### src/rtl/ecc_fe_pkg.sv
package ecc_fe_pkg;
  // word indices (byte address / 4)
  localparam logic [4:0] W_CTRL = 5'd0;
  localparam logic [4:0] W_SET  = 5'd1;
  localparam logic [4:0] W_CLR  = 5'd2;
  localparam logic [4:0] W_CNT  = 5'd3;
  localparam logic [4:0] W_DATA = 5'd4;
  localparam logic [4:0] W_PAR0 = 5'd5;
  localparam logic [4:0] W_STAT = 5'd9;
  localparam logic [4:0] W_ERR0 = 5'd10;
  localparam logic [4:0] W_INTE = 5'd14;
  localparam logic [4:0] W_ISET = 5'd15;
  localparam logic [4:0] W_ICLR = 5'd16;

  localparam int C_EN   = 0;
  localparam int C_INIT = 1;
  localparam int C_STR  = 2;
  localparam int C_ENC  = 3;

  localparam int S_ERR  = 0;
  localparam int S_UNC  = 1;
  localparam int S_ENCD = 2;
  localparam int S_DECD = 3;
  localparam int S_FF   = 4;
  localparam int S_00   = 5;
  localparam int S_TOT  = 16;
  localparam int S_ERRC = 28;

  localparam int N_FLAGS = 6;
  localparam logic [31:0] STAT_MASK = 32'hF07F_003F;
endpackage

### src/rtl/ecc_fe_setclr.sv
module ecc_fe_setclr #(
  parameter int W = 4
) (
  input  logic         clk_i,
  input  logic         rst_ni,
  input  logic [W-1:0] set_i,
  input  logic [W-1:0] clr_i,
  output logic [W-1:0] q_o
);
  always_ff @(posedge clk_i or negedge rst_ni) begin
    if (!rst_ni) q_o <= '0;
    else         q_o <= (q_o & ~clr_i) | set_i;
  end
endmodule

### src/rtl/ecc_fe_stream.sv
module ecc_fe_stream #(
  parameter int CNT_W = 10
) (
  input  logic             clk_i,
  input  logic             rst_ni,
  input  logic             init_i,
  input  logic             en_i,
  input  logic             encode_i,
  input  logic [CNT_W-1:0] enc_cnt_i,
  input  logic [CNT_W-1:0] dec_cnt_i,
  input  logic             wr_i,
  input  logic [7:0]       byte_i,
  output logic             eng_valid_o,
  output logic [7:0]       eng_byte_o,
  output logic             enc_done_o,
  output logic             dec_done_o,
  output logic             all_ff_o,
  output logic             all_00_o,
  output logic [CNT_W-1:0] byte_cnt_o
);
  logic [CNT_W-1:0] cnt_q, target;
  logic ff_q, zz_q, accept, last, is_ff, is_00;

  always_comb begin
    target     = encode_i ? enc_cnt_i : dec_cnt_i;
    accept     = wr_i && en_i && !init_i && (cnt_q < target);
    last       = accept && ((cnt_q + CNT_W'(1)) == target);
    is_ff      = (byte_i == 8'hFF);
    is_00      = (byte_i == 8'h00);
    enc_done_o = last && encode_i;
    dec_done_o = last && !encode_i;
    all_ff_o   = dec_done_o && ff_q && is_ff;
    all_00_o   = dec_done_o && zz_q && is_00;
    byte_cnt_o = cnt_q;
  end

  always_ff @(posedge clk_i or negedge rst_ni) begin
    if (!rst_ni) begin
      cnt_q       <= '0;
      ff_q        <= 1'b1;
      zz_q        <= 1'b1;
      eng_valid_o <= 1'b0;
      eng_byte_o  <= '0;
    end else begin
      eng_valid_o <= accept;
      if (accept) eng_byte_o <= byte_i;
      if (init_i) begin
        cnt_q <= '0;
        ff_q  <= 1'b1;
        zz_q  <= 1'b1;
      end else if (accept) begin
        cnt_q <= cnt_q + CNT_W'(1);
        ff_q  <= ff_q & is_ff;
        zz_q  <= zz_q & is_00;
      end
    end
  end
endmodule

### src/rtl/ecc_fe_results.sv
module ecc_fe_results #(
  parameter int PAR_WORDS = 4,
  parameter int ERR_WORDS = 4,
  parameter int IDX_W     = 13
) (
  input  logic                           clk_i,
  input  logic                           rst_ni,
  input  logic                           clr_i,
  input  logic                           cap_i,
  input  logic [PAR_WORDS*32-1:0]        parity_i,
  input  logic [2*ERR_WORDS*IDX_W-1:0]   idx_i,
  output logic [PAR_WORDS-1:0][31:0]     par_words_o,
  output logic [ERR_WORDS-1:0][31:0]     err_words_o
);
  localparam int N_IDX = 2 * ERR_WORDS;
  localparam int PAD   = 16 - IDX_W;

  logic [PAR_WORDS*32-1:0]    par_q;
  logic [N_IDX*IDX_W-1:0]     idx_q;

  always_ff @(posedge clk_i or negedge rst_ni) begin
    if (!rst_ni) begin
      par_q <= '0;
      idx_q <= '0;
    end else if (clr_i) begin
      par_q <= '0;
      idx_q <= '0;
    end else if (cap_i) begin
      par_q <= parity_i;
      idx_q <= idx_i;
    end
  end

  for (genvar w = 0; w < PAR_WORDS; w++) begin : g_par
    assign par_words_o[w] = par_q[32*w +: 32];
  end

  for (genvar w = 0; w < ERR_WORDS; w++) begin : g_err
    assign err_words_o[w] = {{PAD{1'b0}}, idx_q[IDX_W*(2*w+1) +: IDX_W],
                             {PAD{1'b0}}, idx_q[IDX_W*(2*w) +: IDX_W]};
  end
endmodule

### src/rtl/ecc_regfront.sv
module ecc_regfront
  import ecc_fe_pkg::*;
#(
  parameter int CNT_W     = 10,
  parameter int PAR_WORDS = 4,
  parameter int ERR_WORDS = 4,
  parameter int IDX_W     = 13
) (
  input  logic                         clk_i,
  input  logic                         rst_ni,
  input  logic                         req_i,
  input  logic                         we_i,
  input  logic [6:0]                   addr_i,
  input  logic [31:0]                  wdata_i,
  output logic [31:0]                  rdata_o,
  output logic                         eng_valid_o,
  output logic [7:0]                   eng_byte_o,
  output logic                         eng_strong_o,
  output logic                         eng_encode_o,
  input  logic                         res_valid_i,
  input  logic [PAR_WORDS*32-1:0]      res_parity_i,
  input  logic [2*ERR_WORDS*IDX_W-1:0] res_idx_i,
  input  logic [3:0]                   res_err_cnt_i,
  input  logic [6:0]                   res_tot_cnt_i,
  input  logic                         res_uncor_i,
  output logic                         irq_o
);
  logic [4:0] widx;
  logic       hit, wr;
  logic [3:0] ctrl_q, ctrl_set, ctrl_clr;
  logic [N_FLAGS-1:0] inte_q, inte_set, inte_clr;
  logic [CNT_W-1:0] enc_cnt_q, dec_cnt_q, byte_cnt;
  logic [31:0] stat_q, stat_d;
  logic enc_done, dec_done, all_ff, all_00, cap;
  logic [PAR_WORDS-1:0][31:0] par_words;
  logic [ERR_WORDS-1:0][31:0] err_words;

  assign widx = addr_i[6:2];
  assign hit  = req_i && (addr_i[1:0] == 2'b00);
  assign wr   = hit && we_i;

  // init self-clears one cycle after it was set
  assign ctrl_set = (wr && widx == W_SET) ? wdata_i[3:0] : 4'h0;
  assign ctrl_clr = ((wr && widx == W_CLR) ? wdata_i[3:0] : 4'h0)
                  | {2'b00, ctrl_q[C_INIT], 1'b0};
  assign inte_set = (wr && widx == W_ISET) ? wdata_i[N_FLAGS-1:0] : '0;
  assign inte_clr = (wr && widx == W_ICLR) ? wdata_i[N_FLAGS-1:0] : '0;

  ecc_fe_setclr #(.W(4)) u_ctrl (
    .clk_i, .rst_ni, .set_i(ctrl_set), .clr_i(ctrl_clr), .q_o(ctrl_q)
  );

  ecc_fe_setclr #(.W(N_FLAGS)) u_inte (
    .clk_i, .rst_ni, .set_i(inte_set), .clr_i(inte_clr), .q_o(inte_q)
  );

  always_ff @(posedge clk_i or negedge rst_ni) begin
    if (!rst_ni) begin
      enc_cnt_q <= '0;
      dec_cnt_q <= '0;
    end else if (wr && widx == W_CNT) begin
      enc_cnt_q <= wdata_i[CNT_W-1:0];
      dec_cnt_q <= wdata_i[16 +: CNT_W];
    end
  end

  ecc_fe_stream #(.CNT_W(CNT_W)) u_stream (
    .clk_i, .rst_ni,
    .init_i     (ctrl_q[C_INIT]),
    .en_i       (ctrl_q[C_EN]),
    .encode_i   (ctrl_q[C_ENC]),
    .enc_cnt_i  (enc_cnt_q),
    .dec_cnt_i  (dec_cnt_q),
    .wr_i       (wr && widx == W_DATA),
    .byte_i     (wdata_i[7:0]),
    .eng_valid_o,
    .eng_byte_o,
    .enc_done_o (enc_done),
    .dec_done_o (dec_done),
    .all_ff_o   (all_ff),
    .all_00_o   (all_00),
    .byte_cnt_o (byte_cnt)
  );

  assign cap = res_valid_i && ctrl_q[C_EN] && !ctrl_q[C_INIT];

  ecc_fe_results #(.PAR_WORDS(PAR_WORDS), .ERR_WORDS(ERR_WORDS), .IDX_W(IDX_W)) u_res (
    .clk_i, .rst_ni,
    .clr_i      (ctrl_q[C_INIT]),
    .cap_i      (cap),
    .parity_i   (res_parity_i),
    .idx_i      (res_idx_i),
    .par_words_o(par_words),
    .err_words_o(err_words)
  );

  always_comb begin
    stat_d = stat_q;
    if (wr && widx == W_STAT) stat_d = stat_d & ~(wdata_i & STAT_MASK);
    if (enc_done) stat_d[S_ENCD] = 1'b1;
    if (dec_done) stat_d[S_DECD] = 1'b1;
    if (all_ff)   stat_d[S_FF]   = 1'b1;
    if (all_00)   stat_d[S_00]   = 1'b1;
    if (cap && !ctrl_q[C_ENC]) begin
      if (res_uncor_i || res_err_cnt_i != 4'd0) stat_d[S_ERR] = 1'b1;
      if (res_uncor_i) stat_d[S_UNC] = 1'b1;
      stat_d[S_TOT +: 7]  = res_tot_cnt_i;
      stat_d[S_ERRC +: 4] = res_err_cnt_i;
    end
  end

  always_ff @(posedge clk_i or negedge rst_ni) begin
    if (!rst_ni) stat_q <= '0;
    else         stat_q <= stat_d;
  end

  assign irq_o        = |(stat_q[N_FLAGS-1:0] & inte_q);
  assign eng_strong_o = ctrl_q[C_STR];
  assign eng_encode_o = ctrl_q[C_ENC];

  always_comb begin
    rdata_o = '0;
    if (hit && !we_i) begin
      case (widx)
        W_CTRL:  rdata_o = {28'h0, ctrl_q};
        W_CNT:   rdata_o = (32'(dec_cnt_q) << 16) | 32'(enc_cnt_q);
        W_STAT:  rdata_o = stat_q;
        W_INTE:  rdata_o = {{(32-N_FLAGS){1'b0}}, inte_q};
        default: rdata_o = '0;
      endcase
      for (int i = 0; i < PAR_WORDS; i++)
        if (widx == 5'(W_PAR0 + 5'(i))) rdata_o = par_words[i];
      for (int i = 0; i < ERR_WORDS; i++)
        if (widx == 5'(W_ERR0 + 5'(i))) rdata_o = err_words[i];
    end
  end
endmodule

### config.mk
export PLATFORM = sky130hd
export DESIGN_NAME = ecc_regfront
export DESIGN_NICKNAME = d
export VERILOG_FILES = /design/src/rtl/ecc_fe_pkg.sv /design/src/rtl/ecc_fe_setclr.sv /design/src/rtl/ecc_fe_stream.sv /design/src/rtl/ecc_fe_results.sv /design/src/rtl/ecc_regfront.sv
export SDC_FILE = /design/constraint.sdc
export NUM_CORES = 1
export LEC_CHECK = 0
export ABC_AREA = 1
export CAP_MARGIN = 20
export CELL_PAD_IN_SITES_DETAIL_PLACEMENT = 1
export CELL_PAD_IN_SITES_GLOBAL_PLACEMENT = 2
export CORE_MARGIN = 3
export CORE_UTILIZATION = 31
export DETAILED_ROUTE_END_ITERATION = 10
export PLACE_DENSITY = 0.9
export RECOVER_POWER = 50
export SYNTH_ARGS = -nofsm -noshare
export SYNTH_HDL_FRONTEND = slang
export SYNTH_HIERARCHICAL = 1
export SYNTH_SLANG_ARGS = --single-unit
### constraint.sdc
create_clock -name clk_i -period 4.7 [get_ports clk_i]
set_input_delay 0.47 -clock clk_i [delete_from_list [all_inputs] [get_ports clk_i]]
set_output_delay 0.47 -clock clk_i [all_outputs]
set_load 0.01 [all_outputs]
==> flow_summary.json, run 1 <==
{
  "cp.required_ns": 4.23,
  "grt_overflow": 0,
  "critPathCapture": "rdata_o[26]",
  "ys_types": 43,
  "die_w_um": 230.3,
  "cts_buffers": 37,
  "wl_um": 63790,
  "netlist_instances": 2048,
  "final_area_mm2": 0.02020,
  "slew_headroom_pct": -71.16,
  "drt_iter0_markers": 854,
  "routedWlPerCell_um": 21.21,
  "gp_congestion": 0.8931,
  "viasPerCell": 4.978,
  "r2r-end": "u_stream/byte_cnt_o[1]",
  "postRouteAntennaNets": 0,
  "p_per_area_mw_per_mm2": 366.8,
  "pwr-share-comb_pct": 15.5,
  "grt_pass1_vias": 15760,
  "num_rows": 81,
  "skew_ns": 0.02323,
  "syn_area_per_cell_um2": 7.617,
  "antenna_found_initial": 3,
  "clkSlewWorstSetupHoldPaths_ns": 0.06,
  "status": "complete, but fails checks",
  "leakage_nw": 10.12,
  "grt_max_degree": 233,
  "hold_buffers": 1,
  "critical_path_arrival_ns": 3.62,
  "grtUsageTotal_pct": 23.57,
  "synth_area_leaders": "dfrtp_1, nand2_1, nand3_1",
  "cts_tree": "done",
  "p_clk_share_pct": 37.6,
  "hold_viol": 0,
  "layout-drive-gt1-share_pct": 5.895,
  "clockRootBuffer": "clkbuf_16",
  "core_area_mm2": 0.04936,
  "fp.dieH_um": 230.3,
  "clock_latency_ns": 0.55,
  "hold_path.startpoint": "u_res/idx_q[54]",
  "ys_warn_count": 6,
  "num-fill-cells": 6012,
  "rsz0062_at_grt": "no",
  "synth_top_area_cell": "dfrtp_1",
  "post-cts-setup-buffers": 0,
  "ys_seq_elements": 300,
  "crit_type": "input pin to primary output",
  "rr_worst_depth": 16,
  "period_needed_ns": 4.094,
  "failed_checks": "max-capacitance violations, max-slew violations",
  "htree_num_levels": 2,
  "max_cap_viol_count": 1,
  "sw_frac_of_total_pct": 29.07,
  "r2r_start": "u_ctrl/q_o[3]",
  "multi_input_area_mm2": 0.006779,
  "worstSetupEndpointType": "primary output",
  "p_seq_share_pct": 46.9,
  "initial_utilization_pct": 31.61,
  "setup_tns_ns": 0,
  "setup_viol": 0,
  "dpl_cell_area_mm2": 0.01907,
  "hold_class": "flop to flop",
  "synth_seq_area_share_pct": 48.14,
  "crit_path_max_fanout": 16,
  "dr.pass1.iters": 5,
  "cts_resized": 0,
  "place_hpwl_um": 47150,
  "fin_crit_sh_pct": 87.11,
  "max_freq_ghz": 0.2443,
  "synth_area_mm2": 0.01560,
  "io_pins": 332,
  "place_ws_ns": 0.5890,
  "nets": 2617,
  "slew_viol_final": 93,
  "route.detailed.drc": 0,
  "ff_latch_area_mm2": 0.007510,
  "synth_edf_count": 0,
  "ys.flop_type": "dfrtp_1",
  "synth_top_area_share_pct": 47.80,
  "dr_total_vias": 14970,
  "io_buffers": 323,
  "startpoint_type": "input pin",
  "ff2ff_setup_slack_ns": 0.91,
  "setup_slack_ns": 0.6059,
  "irDropWorstVdd_mv": 0.1972,
  "grt_pass1_wl_um": 95670,
  "dieArea_mm2": 0.05305,
  "cts.path.max_buffers": 3,
  "numClockSinks": 300,
  "ys_async_sr_fraction_pct": 100.0,
  "tightestPinTransition_ns": 2.567,
  "area_growth_pct": 29.48,
  "power.switching_mw": 2.154,
  "fin_util_pct": 40.92,
  "setup.worst_path.start": "addr_i[2]",
  "p_int_mw": 5.256
}
==> power by group through the flow <==
stage,clock network [mW],registers (mW),logic [mW]
floorplan,0,3.40,0.660
global placement,0,3.48,1.11
detailed placement,0,3.51,1.15
CTS,2.85,3.47,1.16
global route,2.95,3.54,1.31
finish,2.78,3.47,1.15
==> critical path: stages <==
cell and delay [ns]:
clkdlybuf4s50_1 0.55, inv_1 0.10, nor2_2 0.13, nand2_2 0.14, nor2_2 0.43, buf_4 0.33, nand2_1 0.07, nand3_1 0.13
o21ai_0 0.18, nand3_1 0.23, a21oi_1 0.07, a21oi_1 0.20, clkdlybuf4s50_1 0.59
==> state kept, by name (all words and copies together), names as in the netlist, 4 cells and up <==
signal	cells
dec_cnt_q	10
enc_cnt_q	10
stat_q	17
u_ctrl/q_o	4
u_inte/q_o	6
u_res/idx_q	104
u_res/par_words_o	128
u_stream/byte_cnt_o	10
u_stream/eng_byte_o	8
==> how the worst min path moves through the flow <==
stage	end	slack, ns	cells past startpoint
2_1_floorplan	dec_cnt_q[0]	0.17	0
3_3_place_gp	u_res/par_words_o[66]	0.45	2
3_5_place_dp	u_res/idx_q[103]	0.45	2
4_1_cts	u_res/idx_q[95]	0.46	3
5_1_grt	u_res/par_words_o[2]	0.48	3
6_report	u_res/idx_q[54]	0.46	2
==> logic make-up after synthesis <==
logic type               Yosys count  synth area share, %
flip-flops                       300                48.14
XOR/XNOR                           1              0.05615
AND/OR/NAND/NOR                 1285                34.86
buffers and inverters            260                9.023
AO/OA/AOI/OAI                    178                6.160
adder cells (fa/ha/maj)           11               0.8822
multiplexers                      12               0.8582
other                              1              0.02404
==> cells in the final DEF (no fill, tap or decap), types with 4 or more instances in the layout <==
cell,n
nand2_1,843
clkdlybuf4s50_1,316
nand3_1,306
dfrtp_1,298
inv_1,110
o21ai_0,76
a21oi_1,70
nor2_1,57
clkbuf_16,39
nand4_1,35
conb_1,24
buf_4,22
mux2_2,11
ha_1,11
nor2_2,10
o22ai_1,10
or2_2,10
clkbuf_1,8
clkbuf_8,7
clkinv_2,7
dlygate4sd3_1,7
nand2_2,6
o21bai_1,6
o211ai_1,5
inv_2,4
==> cell usage after synthesis (2+ instances only) <==
| cell type | number |
|---|---|
| clkbuf_1 | 31 |
| buf_4 | 53 |
| nand2_2 | 6 |
| nand3_1 | 306 |
| o21ai_1 | 2 |
| nor2_1 | 59 |
| nor2_4 | 3 |
| o211ai_1 | 5 |
| or2_1 | 2 |
| dfstp_2 | 2 |
| nand2_1 | 843 |
| nor2_2 | 8 |
| a41oi_1 | 2 |
| buf_2 | 37 |
| or2_2 | 10 |
| o21ai_0 | 76 |
| dfrtp_1 | 298 |
| a221oi_1 | 2 |
| mux2_2 | 11 |
| a21oi_1 | 70 |
| o21ai_2 | 2 |
| nand3b_1 | 3 |
| nor4_1 | 3 |
| inv_1 | 110 |
| nand4_1 | 35 |
| o22ai_1 | 10 |
| o21bai_1 | 6 |
| nor3_1 | 3 |
| ha_1 | 11 |
| inv_2 | 5 |
| buf_6 | 22 |
==> routing by layer <==
layer  GRT usage [%]  part of all wire [%]  vias up
met5               0                 0.020        -
met4           8.437                   3.5        2
met3           3.295                   4.5      102
met2           38.54                    47      386
met1           31.90                    45     7395
li1                -                     -     7083
==> final cells by class <==
type                       count  share of cell area, %
multi-input combinational   1511                  33.56
clock inverter                10                 0.2911
clock buffer                  52                  5.420
inverter                     115                  2.162
antenna                        2                0.02478
tap                          664                  4.113
timing repair buffer         353                  17.25
sequential                   300                  37.18
==> stage by stage <==
stage	instances	power (mW)	hold slack, ns
after floorplan	2071	4.057	0.1744
after global placement	2942	4.590	0.4474
after detailed placement	2942	4.661	0.4508
after CTS	3005	7.486	0.4554
after global routing	3007	7.804	0.4810
final	3007	7.409	0.4637
(Power assumes the default switching activity.)
==> run 2: changes to the inputs <==
Clock period 4.7 ns to 5.2 ns, I/O delays scaled along.
==> flow_summary.json, run 2 (same netlist as run 1, synthesis figures left out) <==
{
  "fp.dieH_um": 230.3,
  "crit_path_max_fanout": 15,
  "p_per_area_mw_per_mm2": 334.6,
  "cpMostUsedCell": "nand2_1",
  "setup_viol": 0,
  "cp.required_ns": 4.68,
  "cp_slowest_cell": "dlygate4sd3_1",
  "layout-drive-gt1-share_pct": 5.900,
  "crit_chain": "dlygate4sd3_1 > nand2_1 > nor2_1 > nand2_1 > inv_1 > buf_4 > nand2_1 > nand3_1 > a21oi_1 > nand2_1 > o21ai_0 > nand4_1 > nand3_1 > inv_1 > clkdlybuf4s50_1",
  "num_rows": 81,
  "wl_um": 63680,
  "clock_latency_ns": 0.55,
  "io_pins": 332,
  "dr.pass1.iters": 5,
  "largest_reg_flops": 128,
  "max_freq_ghz": 0.2287,
  "drt_iter0_markers": 1107,
  "startpoint_type": "input pin",
  "gp_congestion": 0.8806,
  "area_growth_pct": 29.61,
  "post-cts-setup-buffers": 0,
  "tightestPinTransition_ns": 3.106,
  "final_area_mm2": 0.02022,
  "status": "complete, but fails checks",
  "period_needed_ns": 4.373,
  "hold_class": "flop to flop",
  "die_w_um": 230.3,
  "crit_type": "input pin to primary output",
  "leakage_nw": 10.13,
  "cts.path.max_buffers": 3,
  "setup_tns_ns": 0,
  "max_cap_viol_count": 3,
  "worstSetupEndpointType": "primary output",
  "htree_num_levels": 2,
  "rsz0062_at_grt": "no",
  "slowest_delay_ns": 0.63,
  "grt_overflow": 0,
  "clockRootBuffer": "clkbuf_16",
  "grt_pass1_wl_um": 95880,
  "grt_pass1_vias": 15800,
  "dpl_cell_area_mm2": 0.01902,
  "numClockSinks": 300,
  "grtUsageTotal_pct": 23.61,
  "hold_buffers": 0,
  "critical_path_arrival_ns": 3.85,
  "skew_ns": 0.01510,
  "place_hpwl_um": 46600,
  "postRouteAntennaNets": 0,
  "grt_max_degree": 160,
  "core_area_mm2": 0.04936,
  "slew_viol_final": 258,
  "fin_crit_sh_pct": 84.09,
  "viasPerCell": 4.998,
  "route.detailed.drc": 0,
  "fin_util_pct": 40.97,
  "io_buffers": 323,
  "layout_common_cells": "nand2_1, clkdlybuf4s50_1, nand3_1",
  "cts_tree": "done",
  "dieArea_mm2": 0.05305,
  "irDropWorstVdd_mv": 0.1833,
  "initial_utilization_pct": 31.61,
  "routedWlPerCell_um": 21.20,
  "nets": 2612,
  "layout_commonest_cell": "nand2_1",
  "antenna_found_initial": 4,
  "dr_total_vias": 15020,
  "failed_checks": "max-capacitance violations, max-slew violations",
  "slew_headroom_pct": -107.0,
  "clkSlewWorstSetupHoldPaths_ns": 0.06,
  "hold_viol": 0,
  "cts_buffers": 38,
  "cts_resized": 0
}
-- run 2: cell count changes in the layout (fill, tap and decap cells not counted), sizes merged --
| cell | previous run | this run |
|---|---|---|
| bufinv | 0 | 1 |
| buf | 25 | 21 |
| clkbuf | 57 | 55 |
| diode | 2 | 1 |
| clkinv | 7 | 11 |
| dlygate4sd3 | 7 | 6 |
-- run 2: cell type report --
cell class | instances | area [um2]
diodes | 1 | 2.502
well taps | 664 | 830.8
repair buffers | 347 | 3460
fillers | 6010 | 29140
inverters | 115 | 436.7
clock buffers | 51 | 1081
multi-input cells | 1511 | 6783
clock inverters | 15 | 116.4
flip-flops and latches | 300 | 7510
-- run 2: per-layer routing --
layer  vias up  global-route usage [%]  routed length (um)
met5         -                       0                  36
li1       7069                       -                   -
met2       421                   38.84               30300
met1      7436                   31.41               27710
met4         6                   7.443                1797
met3        83                   4.522                3836
-- run 2: critical path: cells and delay by family --
kind / cells / cell delay, ns
buffers and inverters: 5 / 2.02
AO/OA/AOI/OAI: 2 / 0.24
AND/OR/NAND/NOR: 8 / 1.05
-- run 2: per-stage QoR --
stage | setup WS (ns) | instances | total power, mW | hold slack, ns
after floorplan | 2.941 | 2071 | 3.667 | 0.2244
after global placement | 0.9951 | 2936 | 4.151 | 0.4459
after detailed placement | 0.9416 | 2936 | 4.214 | 0.4512
after CTS | 0.9142 | 3002 | 6.830 | 0.08687
after global routing | 0.4377 | 3004 | 7.122 | 0.4893
final | 0.8271 | 3004 | 6.765 | 0.4646
-- run 2: final timing paths --
check / startpoint / slack, ns / to / cells after the start
max reg2reg: u_ctrl/q_o[3] / 1.63 / u_stream/byte_cnt_o[2] / 15
max: addr_i[3] / 0.83 / rdata_o[8] / 15
min: u_res/par_words_o[67] / 0.46 / u_res/par_words_o[67] / 2
max in group asynchronous: rst_ni / 1.14 / u_res/idx_q[66] / 2
min reg2reg: u_res/par_words_o[67] / 0.46 / u_res/par_words_o[67] / 2
min in group asynchronous: rst_ni / 0.97 / stat_q[28] / 1
-- run 2: where the power goes --
| group | switching (mW) | internal, mW | leakage, nW |
|---|---|---|---|
| Sequential | 0.310 | 2.84 | 4.02 |
| Combinational | 0.591 | 0.447 | 5.52 |
| Clock | 1.07 | 1.51 | 0.593 |
==> run 3: changes to the inputs <==
Settings changed: CORE_UTILIZATION 31 to 26, PLACE_DENSITY 0.9 to 0.81.
Clock period 5.2 ns to 3.6 ns, I/O delays scaled along.
==> flow_summary.json, run 3 (same netlist as run 1, synthesis figures left out) <==
{
  "io_buffers": 323,
  "hold_viol": 0,
  "gp_congestion": 0.8649,
  "tightestPinTransition_ns": 2.392,
  "multi_input_area_mm2": 0.006798,
  "layout.cells.non_filler": 3147,
  "critPathCapture": "rdata_o[0]",
  "dieArea_mm2": 0.06298,
  "final_area_mm2": 0.02091,
  "layout-drive-gt1-share_pct": 7.456,
  "dp_cells": 3080,
  "crit_type": "input pin to primary output",
  "worstSetupEndpointType": "primary output",
  "cp_slowest_cell": "clkdlybuf4s50_1",
  "dpl_cell_area_mm2": 0.01959,
  "setup_tns_ns": 0,
  "setup.worst_path.start": "addr_i[4]",
  "hold_class": "input pin to flop",
  "grtUsageTotal_pct": 20.59,
  "route.detailed.drc": 0,
  "fin_util_pct": 35.30,
  "rsz0062_at_grt": "no",
  "grt_pass1_wl_um": 98370,
  "io_pins": 332,
  "setup_slack_ns": 0.1579,
  "grt_max_degree": 92,
  "nets": 2647,
  "htree_num_levels": 2,
  "ff_latch_area_mm2": 0.007510,
  "cts.path.max_buffers": 3,
  "clockRootBuffer": "clkbuf_16",
  "place_hpwl_um": 50070,
  "dr.pass1.iters": 5,
  "antenna_found_initial": 2,
  "largest_reg_flops": 128,
  "die_w_um": 251.0,
  "layout_common_cells": "nand2_1, clkdlybuf4s50_1, nand3_1",
  "area_growth_pct": 34.05,
  "p_total_mw": 10.12,
  "fin_crit_sh_pct": 95.61,
  "cpMostUsedCell": "nor2_1",
  "p_per_area_mw_per_mm2": 484.0,
  "place_ws_ns": 0.04214,
  "setup_viol": 0,
  "fp.dieH_um": 251.0,
  "num_rows": 89,
  "clkSlewWorstSetupHoldPaths_ns": 0.06,
  "drt_iter0_markers": 1038,
  "viasPerCell": 4.812,
  "postRouteAntennaNets": 0,
  "worst_hold_slack_ns": 0.3621,
  "irDropWorstVdd_mv": 0.2887,
  "numClockSinks": 300,
  "slew_headroom_pct": -59.45,
  "failed_checks": "max-capacitance violations, max-slew violations",
  "startpoint_type": "input pin",
  "clock_latency_ns": 0.55,
  "r2r-end": "u_stream/byte_cnt_o[2]",
  "grt_pass1_vias": 15840,
  "wl_um": 66190,
  "period_needed_ns": 3.442,
  "initial_utilization_pct": 26.33,
  "num-fill-cells": 7178,
  "skew_ns": 0.01736,
  "critical_path_arrival_ns": 3.08,
  "leakage_nw": 10.46,
  "crit_path_max_fanout": 23,
  "slew_viol_final": 80,
  "status": "complete, but fails checks",
  "dr_total_vias": 15140,
  "max_freq_ghz": 0.2905,
  "grt_overflow": 0,
  "routedWlPerCell_um": 21.03,
  "r2r_start": "u_ctrl/q_o[3]",
  "slowest_delay_ns": 0.56,
  "crit_chain": "clkdlybuf4s50_1 > inv_1 > nor2_1 > inv_1 > nor2_2 > buf_12 > buf_6 > a21oi_1 > nand2_1 > nand2_1 > nand4_1 > nor2_1 > nor2_1 > clkdlybuf4s50_1",
  "rr_worst_depth": 13,
  "ff2ff_setup_slack_ns": 0.81,
  "max_cap_viol_count": 1,
  "cts_buffers": 38,
  "antenna_cells": 0,
  "cts_tree": "done",
  "layout_commonest_cell": "nand2_1",
  "cp.required_ns": 3.24,
  "core_area_mm2": 0.05924
}
[run 3: layer usage]
metal / vias up / global-route usage, % / wire [um]
met5: - / 0 / 17
met4: 2 / 5.387 / 1555
met3: 68 / 3.311 / 3523
met2: 388 / 33.59 / 31010
met1: 7533 / 28.54 / 30080
li1: 7153 / - / -
[run 3: report_power, final]
part / total, mW / internal (mW) / leakage [nW] / switching [mW]
combinational: 1.55 / 0.676 / 5.81 / 0.869
clock: 4.03 / 2.44 / 0.635 / 1.59
sequential: 4.55 / 4.10 / 4.02 / 0.446
total: 10.1 / 7.22 / 10.5 / 2.90
[run 3: repair_timing]
item                       CTS  global route
resized for setup            0            13
setup buffers                0             0
hold endpoints to repair    78             0
setup endpoints to repair    0            21
hold buffers                 1             0
[run 3: critical path: cells and delay by family]
family                 cells  cell delay [ns]
buffers and inverters      6             1.63
AND/OR/NAND/NOR            7             0.98
AO/OA/AOI/OAI              1             0.08
[run 3: final cells by class]
class                      instances  share of cell area, %
clock inverter                    13                 0.9394
clock buffer                      53                  5.295
inverter                         115                  2.088
multi-input combinational       1511                  32.51
timing repair buffer             382                  18.63
tap                              773                  4.625
sequential                       300                  35.91
[run 3: how the worst min path moves through the flow]
stage	from	endpoint	slack, ns	cells after the start
after floorplan	rst_ni	dec_cnt_q[0]	0.06	0
after CTS	res_idx_i[37]	u_res/idx_q[37]	0.33	3
after global routing	res_idx_i[79]	u_res/idx_q[79]	0.35	3
final	res_idx_i[8]	u_res/idx_q[8]	0.36	3
after global placement	rst_ni	u_res/par_words_o[24]	0.43	1
after detailed placement	rst_ni	u_res/par_words_o[24]	0.43	1
